===== config.mk =====
export PLATFORM = sky130hd
export DESIGN_NAME = ms_interval_timer
export DESIGN_NICKNAME = d
export VERILOG_FILES = /design/src/rtl/itm_pkg.sv /design/src/rtl/itm_prescaler.sv /design/src/rtl/itm_period_ctr.sv /design/src/rtl/ms_interval_timer.sv
export SDC_FILE = /design/constraint.sdc
export NUM_CORES = 1
export LEC_CHECK = 0
export BUFFER_PORTS_ARGS = -buffer_cell sky130_fd_sc_hd__buf_2
export CAP_MARGIN = 5
export CORE_MARGIN = 1
export CORE_UTILIZATION = 55
export DETAILED_ROUTE_END_ITERATION = 10
export HOLD_SLACK_MARGIN = 0.02
export PLACE_DENSITY_LB_ADDON = 0.25
export RECOVER_POWER = 25
export SLEW_MARGIN = 20
export SYNTH_ARGS = -nofsm -noshare
export SYNTH_HDL_FRONTEND = slang
export SYNTH_SLANG_ARGS = --single-unit

===== constraint.sdc =====
create_clock -name clk -period 319.2 [get_ports clk]
set_input_delay 31.92 -clock clk [delete_from_list [all_inputs] [get_ports clk]]
set_output_delay 31.92 -clock clk [all_outputs]
set_load 0.01 [all_outputs]

===== src/rtl/itm_pkg.sv =====
package itm_pkg;

    // Width of a period expressed in microseconds (up to 1_000_000).
    localparam int unsigned PER_W    = 20;
    localparam int unsigned RATE_HZ  = 1000;
    localparam int unsigned US_PER_S = 1_000_000;

    // Kind of register access seen this cycle, in priority order.
    typedef enum logic [1:0] {
        ACC_NONE    = 2'd0,
        ACC_RESTART = 2'd1,
        ACC_ACK     = 2'd2
    } itm_acc_e;

    // Programmed configuration: raw reload value and derived period.
    typedef struct packed {
        logic [31:0]      reload;
        logic [PER_W-1:0] period_us;
    } itm_cfg_t;

    // Period in microseconds for a reload value; zero means stopped.
    function automatic logic [PER_W-1:0] itm_period_us(input logic [31:0] reload);
        logic [10:0] divisor;
        logic [9:0]  rate;
        if (reload >= 32'(RATE_HZ)) begin
            return '0;
        end
        divisor = 11'(reload[9:0]) + 11'd1;
        rate    = 10'(11'(RATE_HZ) / divisor);
        return PER_W'(US_PER_S / 32'(rate));
    endfunction

    function automatic itm_acc_e itm_decode(input logic wr, input logic rd,
                                            input logic hit_reload, input logic hit_count);
        if (wr && hit_reload) begin
            return ACC_RESTART;
        end
        if (rd && hit_count) begin
            return ACC_ACK;
        end
        return ACC_NONE;
    endfunction

endpackage


===== src/rtl/itm_prescaler.sv =====
module itm_prescaler #(
    parameter int unsigned CYCLES_PER_US = 50
) (
    input  logic clk,
    input  logic rst,
    input  logic restart,
    output logic us_tick
);
    localparam int unsigned PW  = (CYCLES_PER_US > 1) ? $clog2(CYCLES_PER_US) : 1;
    localparam logic [PW-1:0] LIM = PW'(CYCLES_PER_US - 1);

    logic [PW-1:0] pre_cnt;

    assign us_tick = (pre_cnt == LIM);

    always_ff @(posedge clk) begin
        if (rst || restart) begin
            pre_cnt <= '0;
        end else if (us_tick) begin
            pre_cnt <= '0;
        end else begin
            pre_cnt <= pre_cnt + 1'b1;
        end
    end
endmodule


===== src/rtl/itm_period_ctr.sv =====
module itm_period_ctr
    import itm_pkg::*;
(
    input  logic             clk,
    input  logic             rst,
    input  logic             restart,
    input  logic             us_tick,
    input  logic [PER_W-1:0] period_us,
    output logic             expire
);
    logic [PER_W-1:0] us_cnt;
    logic             running;

    assign running = (period_us != '0);
    assign expire  = us_tick && running && (us_cnt == period_us - 1'b1);

    always_ff @(posedge clk) begin
        if (rst || restart) begin
            us_cnt <= '0;
        end else if (us_tick && running) begin
            us_cnt <= expire ? '0 : us_cnt + 1'b1;
        end
    end
endmodule


===== src/rtl/ms_interval_timer.sv =====
module ms_interval_timer
    import itm_pkg::*;
#(
    parameter int unsigned     CYCLES_PER_US = 50,
    parameter int unsigned     ADDR_W        = 14,
    parameter logic [ADDR_W-1:0] RELOAD_OFS  = ADDR_W'('h228),
    parameter logic [ADDR_W-1:0] COUNT_OFS   = ADDR_W'('h230)
) (
    input  logic              clk,
    input  logic              rst,
    input  logic              wr_en,
    input  logic              rd_en,
    input  logic [ADDR_W-1:0] addr,
    input  logic [31:0]       wdata,
    output logic [31:0]       rdata,
    output logic              irq
);
    itm_cfg_t         cfg_q;
    itm_acc_e         acc;
    logic             restart;
    logic             us_tick;
    logic             expire;
    logic [PER_W-1:0] period_q;

    assign acc      = itm_decode(wr_en, rd_en, addr == RELOAD_OFS, addr == COUNT_OFS);
    assign restart  = (acc == ACC_RESTART);
    assign period_q = cfg_q.period_us;

    always_ff @(posedge clk) begin
        if (rst) begin
            cfg_q.reload    <= '0;
            cfg_q.period_us <= itm_period_us(32'd0);
        end else if (restart) begin
            cfg_q.reload    <= wdata;
            cfg_q.period_us <= itm_period_us(wdata);
        end
    end

    itm_prescaler #(.CYCLES_PER_US(CYCLES_PER_US)) u_pre (
        .clk     (clk),
        .rst     (rst),
        .restart (restart),
        .us_tick (us_tick)
    );

    itm_period_ctr u_ctr (
        .clk       (clk),
        .rst       (rst),
        .restart   (restart),
        .us_tick   (us_tick),
        .period_us (period_q),
        .expire    (expire)
    );

    // Restart clears, a fresh expiry beats an acknowledge.
    always_ff @(posedge clk) begin
        if (rst || restart) begin
            irq <= 1'b0;
        end else if (expire) begin
            irq <= 1'b1;
        end else if (acc == ACC_ACK) begin
            irq <= 1'b0;
        end
    end

    always_comb begin
        rdata = '0;
        if (rd_en && (addr == RELOAD_OFS)) begin
            rdata = cfg_q.reload;
        end
    end
endmodule


# == After elaboration in Yosys (flattened, before gate mapping) ==
# Index checks and enable logic that the tools add are counted.
# op_classes
mux,16
n_reduce_logical,9
n_addsub,4
n_div,2
magnitude_cmp,1
eq_ne,6
# op_table
cell,count
2-to-1 mux 20 bit,3
divider 20 x 10 -> 32 bit (first input constant),1
greater-or-equal comparator 32 x 10 -> 1 bit (second input constant),1
2-to-1 mux 32 bit,1
== test 14 x 10 -> 1 bit (second input constant),2
adder 20 x 1 -> 20 bit (second input constant),1
== test 20 bit,1
nonzero test 20 bit,1
subtractor 20 x 1 -> 20 bit (second input constant),1
adder 10 x 1 -> 11 bit (second input constant),1
divider 10 x 11 -> 11 bit (first input constant),1
2-to-1 mux 1 bit,8
2-to-1 mux 2 bit,4
adder 6 x 1 -> 6 bit (second input constant),1
== test 6 bit (second input constant),1
logical AND 1 bit,5
== test 2 x 1 -> 1 bit (second input constant),1
== test 2 bit (second input constant),1
nonzero test 2 bit,1
OR reduction 2 bit,1
logical OR 1 bit,1
# totals
register_bits,79
inputBits,50
word_cells,43
output_inout_bits,33

# == Logic depth before layout (Yosys ltp) ==
# Gate-level depths: netlist (run 1).
# logic_depth
word_depth,10
depth_mapped,520
mapped_depth_nobuf,469

# == By module ==
# Synthesis (run 1) repeated with hierarchy kept, for this count alone.
# hier_totals
hier_cells,4235
hier_area_um2,29812.3
# modules_own_cells
mod,n_inst,area_each_um2,cells_each,seq_area_each_um2
ms_interval_timer,1,27821.7,3991,1061.0
itm_period_ctr,1,1705.4,216,400.4
itm_prescaler,1,285.3,28,120.1

# == Worst setup path after synthesis (run 1) ==
# Ideal clock, no wire load.
# synth_timing
kind,input to register
from,in wdata[0]
to,"reg, netlist name period_q[0]"
cell_stages,493
slack_ns,190.620
arrival_time_ns,128.435
cell_sequence,buf_2 -> buf_1 -> inv_1 -> ha_1 -> clkbuf_1 -> nor2_1 -> nand4_1 -> nor2_1 -> inv_1 -> ha_1 -> o21ai_0 -> nand2_1 -> nand3_1 -> nor2_1 -> inv_1 -> ha_1 -> o21ai_0 -> a21oi_1 -> [... 457 more ...] -> nand2b_1 -> a21o_1 -> a21o_1 -> a211oi_1 -> o211ai_1 -> nor3_1 -> nand3_2 -> buf_6 -> mux2i_1 -> o21ai_1 -> ha_1 -> a21o_1 -> a2111oi_0 -> a31o_2 -> o2111a_1 -> a31oi_1 -> a222oi_1 -> a41oi_1
# synth_between
elab_chain_cells,5
# synth_lines
element,line,source
"start, declared",ms_interval_timer.sv:14,"input logic [31:0] wdata,"
branches (longest 4 deep; another with divider 20 x 10 -> 32 bit),-,
2-to-1 mux 20 bit (*),itm_pkg.sv:28,divisor = 11'(reload[9:0]) + 11'd1;
# Every way passes the cells marked *. The select of a mux whose other input is x is not followed.
# A chain may end at the register's enable or synchronous reset.

# == Worst setup path in the final report (run 1) ==
# layout_timing
from,in wdata[0]
to,"reg, netlist name period_q[0]"
# layout_between
elab_chain_cells,5
# layout_lines
element,line
branches (longest 4 deep; another with divider 20 x 10 -> 32 bit),-
2-to-1 mux 20 bit (*),itm_pkg.sv:28
# Marked as above.

==> results_dict.tcl, run 1 <==
set metrics [dict create \
    outcome "finished clean" \
    syn2layout_area_growth_pct 3.82 \
    setup_viol 0 \
    drtIter0Drc 2662 \
    worstMarginPinSlew_ns 1.46 \
    syn_nets 4778 \
    hold_ws_ns 0.449 \
    first_global_vias 30622 \
    synth.top_cell.area_share_pct 12.5 \
    dr_total_vias 33674 \
    max-clock-path-buffers 2 \
    cts.clk_slew.worst_paths_ns 0.06 \
    vias_per_cell 6.60 \
    synthTopCellsByArea "ha_1 (13%), a21oi_1 (6.3%), nor2_1 (5.8%)" \
    netlist_top_cells_count "nor2_1 (466), nand2_1 (420), a21oi_1 (381)" \
    endpoint_kind "register" \
    whs_path_depth 2 \
    fin_crit_ns 136.22 \
    seq_area_frac_synth_pct 5.21 \
    slew_viol_final 0 \
    yosysTopAreaCell "ha_1" \
    drt-total-wl_um 92100 \
    r2r_cells 13 \
    antenna_found_initial 0 \
    grt_pass1_wl_um 152000 \
    clk_latency_ns 0.35 \
    drive_gt1_share_pct 8.53 \
    start_kind "input pin" \
    synth-edff-count 0 \
    r2r_start "period_q[0]" \
    synth-async-reset-ratio_pct 0 \
    num_io_pins 83 \
    holdCritPathClass "reg -> reg" \
    postSynthCellCount 4424 \
    path_class "in -> reg" \
    cts_sinks 79 \
    crit_fanout 35 \
    synth_cell_type_count 138 \
    ff_latch_area_mm2 0.00158 \
    synth.most_common_cell "nor2_1" \
    fmax_mhz 7.34 \
    die_w_um 237 \
    nNetsFinal 4757 \
    core_area_mm2 0.0541 \
    crit_arrival_ns 136.43 \
    htreeDepth 3 \
    max_stage_delay_ns 0.73 \
    antenna_cells 0 \
    num_rows 85 \
    route.detailed.drc 0 \
    finalHoldViolations 0 \
    cts-buffers-inserted 9 \
    start_util_pct 56.1 \
    avgSynthCellArea_um2 6.86 \
    relSlewSlack_pct 2.70 \
    drtAntennaViolNets 0 \
    fill_cells 5284 \
    r2r_slack_ns 315.23 \
    synth_ff_type "dfxtp_1" \
    gp_congestion 0.976 \
    timing.rr.end "u_ctr.us_cnt[2]" \
    fin_crit_sh_pct 42.7 \
    syn-cell-area_mm2 0.0304 \
    fin_skew_ns 0.0109 \
    grt_overflow 0 \
    cap_violations 0 \
    post_cts.repair.setup_buffers 0 \
    ctsHoldBuffers 0 \
    min_from "cfg_q[40]" \
    ys.warnings.count 0 \
    worst_slack_ns 182.98 \
    rsz0062_at_grt "no" \
    place_ws_ns 184.78 \
    dieArea_mm2 0.0561 \
    multi_input_area_mm2 0.0277 \
    io_buffer_count 82 \
    grt_start_max_net_pins 63 \
    cts.repair.resized 0 \
    synth-seq-cells 79 \
    crit_top_cell "o21ai_0" \
    drt-pass1-iter-count 8 \
    fin_setup_tns_ns 0 \
    cts-root-buf "clkbuf_16" \
    die_y_um 237 \
    worstPathRequired_ns 319.41 \
    dp_hpwl_um 71900 \
    grt_use_total_pct 31.6 \
    holdPathEnd "cfg_q[40]" \
    crit_path_top_delay_cell "nor2_2" \
    wire_per_inst_um 18.0 \
    cts_tree "done" \
]
## sequential cells by signal (all words and copies together), names as in the netlist
signal	count
cfg_q	32
period_q	20
irq	1
u_pre.pre_cnt	6
u_ctr.us_cnt	20
## through the flow
stage | util, % | cell area [um^2] | instances
after global routing | 58.2 | 31500 | 5104
after global placement | 57.7 | 31200 | 5088
after floorplan | - | 30400 | 4424
after CTS | 58.2 | 31500 | 5104
final | 58.2 | 31500 | 5104
after detailed placement | 57.7 | 31200 | 5088
## layer usage
metal | vias up | track usage (%) | wire [um]
li1 | 16718 | - | -
met1 | 15628 | 42.4 | 42300
met2 | 1173 | 54.3 | 42200
met3 | 155 | 2.74 | 5590
met4 | 0 | 7.65 | 2030
met5 | - | 0 | 0
## worst max-delay path, delay by kind of cell
| family | cells | cell delay, ns |
|---|---|---|
| AND/OR/NAND/NOR | 143 | 31.62 |
| multiplexers | 6 | 1.79 |
| buffers and inverters | 24 | 5.89 |
| adder cells (fa/ha/maj) | 41 | 13.30 |
| XOR/XNOR | 1 | 0.16 |
| AO/OA/AOI/OAI | 242 | 51.42 |
## area by class of cell
cell class,count,share of cell area (%)
sequential,79,5.02
clock inverter,7,0.179
inverter,118,1.41
clock buffer,9,0.715
timing repair buffer,119,2.17
multi-input combinational,4076,87.8
tap,696,2.76
## cells in the final DEF, fill, tap and decap left out, drive strengths merged, types with 91 or more instances in the layout
cell type	n
nand2	421
buf	117
nor2	472
a21o	150
and3	91
o21ai	284
xnor2	177
o21a	121
nand2b	108
xor2	134
a21oi	393
inv	119
nor3	148
ha	304
nand3	146
## logic make-up (layout without fill, tap and decap cells)
kind of cell,after synthesis,in the layout,share of synthesized area [%]
other cells,1,1,0.0124
simple gates,1819,1819,30.9
fa+ha+maj,304,304,12.5
xor+xnor,311,311,9.05
flops,79,79,5.21
compound gates,1544,1544,35.1
buf+inv,269,253,3.77
mux,97,97,3.43
## worst max-delay path by stage
stage,startpoint,end
finish,wdata[0],period_q[0]
global route,wdata[0],period_q[0]
CTS,wdata[0],period_q[0]
detailed placement,wdata[0],period_q[0]
global placement,wdata[0],period_q[0]
floorplan,wdata[0],period_q[0]
Power of run 1 is not shown: default switching activity piles up to over one toggle a cycle in this logic, so the estimate is an artifact.
==> run 2, diff against run 1 <==
==> constraint.sdc (replaced) <==
create_clock -name clk -period 141 [get_ports clk]
set_input_delay 14.1 -clock clk [delete_from_list [all_inputs] [get_ports clk]]
set_output_delay 14.1 -clock clk [all_outputs]
set_load 0.01 [all_outputs]
==> results_dict.tcl, run 2 (synthesis gave the netlist of run 1 again) <==
set metrics [dict create \
    fin_crit_sh_pct 84.7 \
    cts.clk_slew.worst_paths_ns 0.06 \
    final_cell_mix "nor2_1 (465), nand2_1 (419), a21oi_1 (381)" \
    dieArea_mm2 0.0561 \
    fill_cells 5275 \
    rsz0062_at_grt "no" \
    cap_violations 1 \
    start_kind "input pin" \
    worstMarginPinSlew_ns 1.94 \
    outcome "finished with violations" \
    core_area_mm2 0.0541 \
    vias_per_cell 6.63 \
    regMostFlops "cfg_q" \
    die_y_um 237 \
    max_stage_delay_ns 0.77 \
    fin_crit_ns 119.41 \
    grt_start_max_net_pins 63 \
    final_common_cell "nor2_1" \
    antenna_cells 0 \
    largest_register_ffs 32 \
    cts.repair.resized 0 \
    crit_top_cell "o21ai_0" \
    dr_total_vias 33820 \
    drive_gt1_share_pct 8.46 \
    violations "capacitance limit, slew limit" \
    route.detailed.drc 0 \
    path_class "in -> reg" \
    ctsHoldBuffers 0 \
    cts_tree "done" \
    crit_arrival_ns 119.59 \
    design_area_mm2 0.0316 \
    clk_latency_ns 0.35 \
    relSlewSlack_pct -29.5 \
    num_rows 85 \
    crit_fanout 35 \
    endpoint_kind "register" \
    fmax_mhz 8.37 \
    antenna_found_initial 0 \
    cts-buffers-inserted 9 \
    fin_setup_tns_ns 0 \
    dp_hpwl_um 71700 \
    post_cts.repair.setup_buffers 0 \
    worstPathRequired_ns 141.18 \
    grt_pass1_wl_um 151000 \
    start_util_pct 56.1 \
    syn2layout_area_growth_pct 3.92 \
    slew_viol_final 40 \
    gp_congestion 0.998 \
    holdCritPathClass "reg -> reg" \
    die_w_um 237 \
    cts_sinks 79 \
    dpl-instance-area_mm2 0.0312 \
    wire_per_inst_um 18.1 \
    grt_overflow 0 \
    max-clock-path-buffers 2 \
    finalHoldViolations 0 \
    ff_latch_area_mm2 0.00158 \
    htreeDepth 3 \
    setup_viol 0 \
    num_io_pins 83 \
    drtAntennaViolNets 0 \
    drt-pass1-iter-count 6 \
    cts-root-buf "clkbuf_16" \
    nNetsFinal 4756 \
    first_global_vias 30405 \
    crit_path_top_delay_cell "nor2_2" \
    drtIter0Drc 2710 \
    fin_skew_ns 0.00859 \
    multi_input_area_mm2 0.0277 \
    io_buffer_count 82 \
    grt_use_total_pct 31.3 \
    drt-total-wl_um 92400 \
]
run 2: changes by cell type in the layout (fill, tap and decap cells not counted), sizes merged:
cell / change
inv: -1
clkinv: -2
buf: -2
clkbuf: +2
bufinv: +2
run 2: critical path, delay by kind of cell:
kind / cells / cell delay (ns)
AOI/OAI and AO/OA: 242 / 51.13
adders and majority gates: 41 / 13.26
buffers and inverters: 24 / 6.17
muxes: 8 / 2.43
and+or+nand+nor: 145 / 32.14
run 2: routing by layer:
layer,up-vias,track usage (%),wire (um)
met4,0,6.67,1660
met3,144,2.87,6180
met1,15692,41.7,41900
li1,16704,-,-
met5,-,0,0
met2,1280,54.4,42600
run 2: area by class of cell:
class	instances	share of cell area, %
Inverter	118	1.40
Clock inverter	6	0.297
Tap cell	696	2.76
Clock buffer	10	0.726
Multi-Input combinational cell	4076	87.7
Sequential cell	79	5.01
Timing Repair Buffer	118	2.13
run 2: worst paths after layout:
check / start / end / slack [ns] / depth (start not counted)
max reg2reg: period_q[0] / u_ctr.us_cnt[13] / 137.05 / 13
min: cfg_q[22] / cfg_q[22] / 0.45 / 2
max: wdata[0] / period_q[0] / 21.59 / 460
min reg2reg: cfg_q[22] / cfg_q[22] / 0.45 / 2
run 2: through the flow:
stage	setup slack, ns	std cells	utilization, %	hold WS (ns)
after global routing	12.26	5103	58.3	0.469
after global placement	26.34	5087	57.7	0.438
after detailed placement	23.91	5087	57.7	0.442
final	21.59	5103	58.3	0.447
after CTS	23.68	5103	58.3	0.450
after floorplan	30.24	4424	-	0.430
Power of run 2 is left out for the same reason.
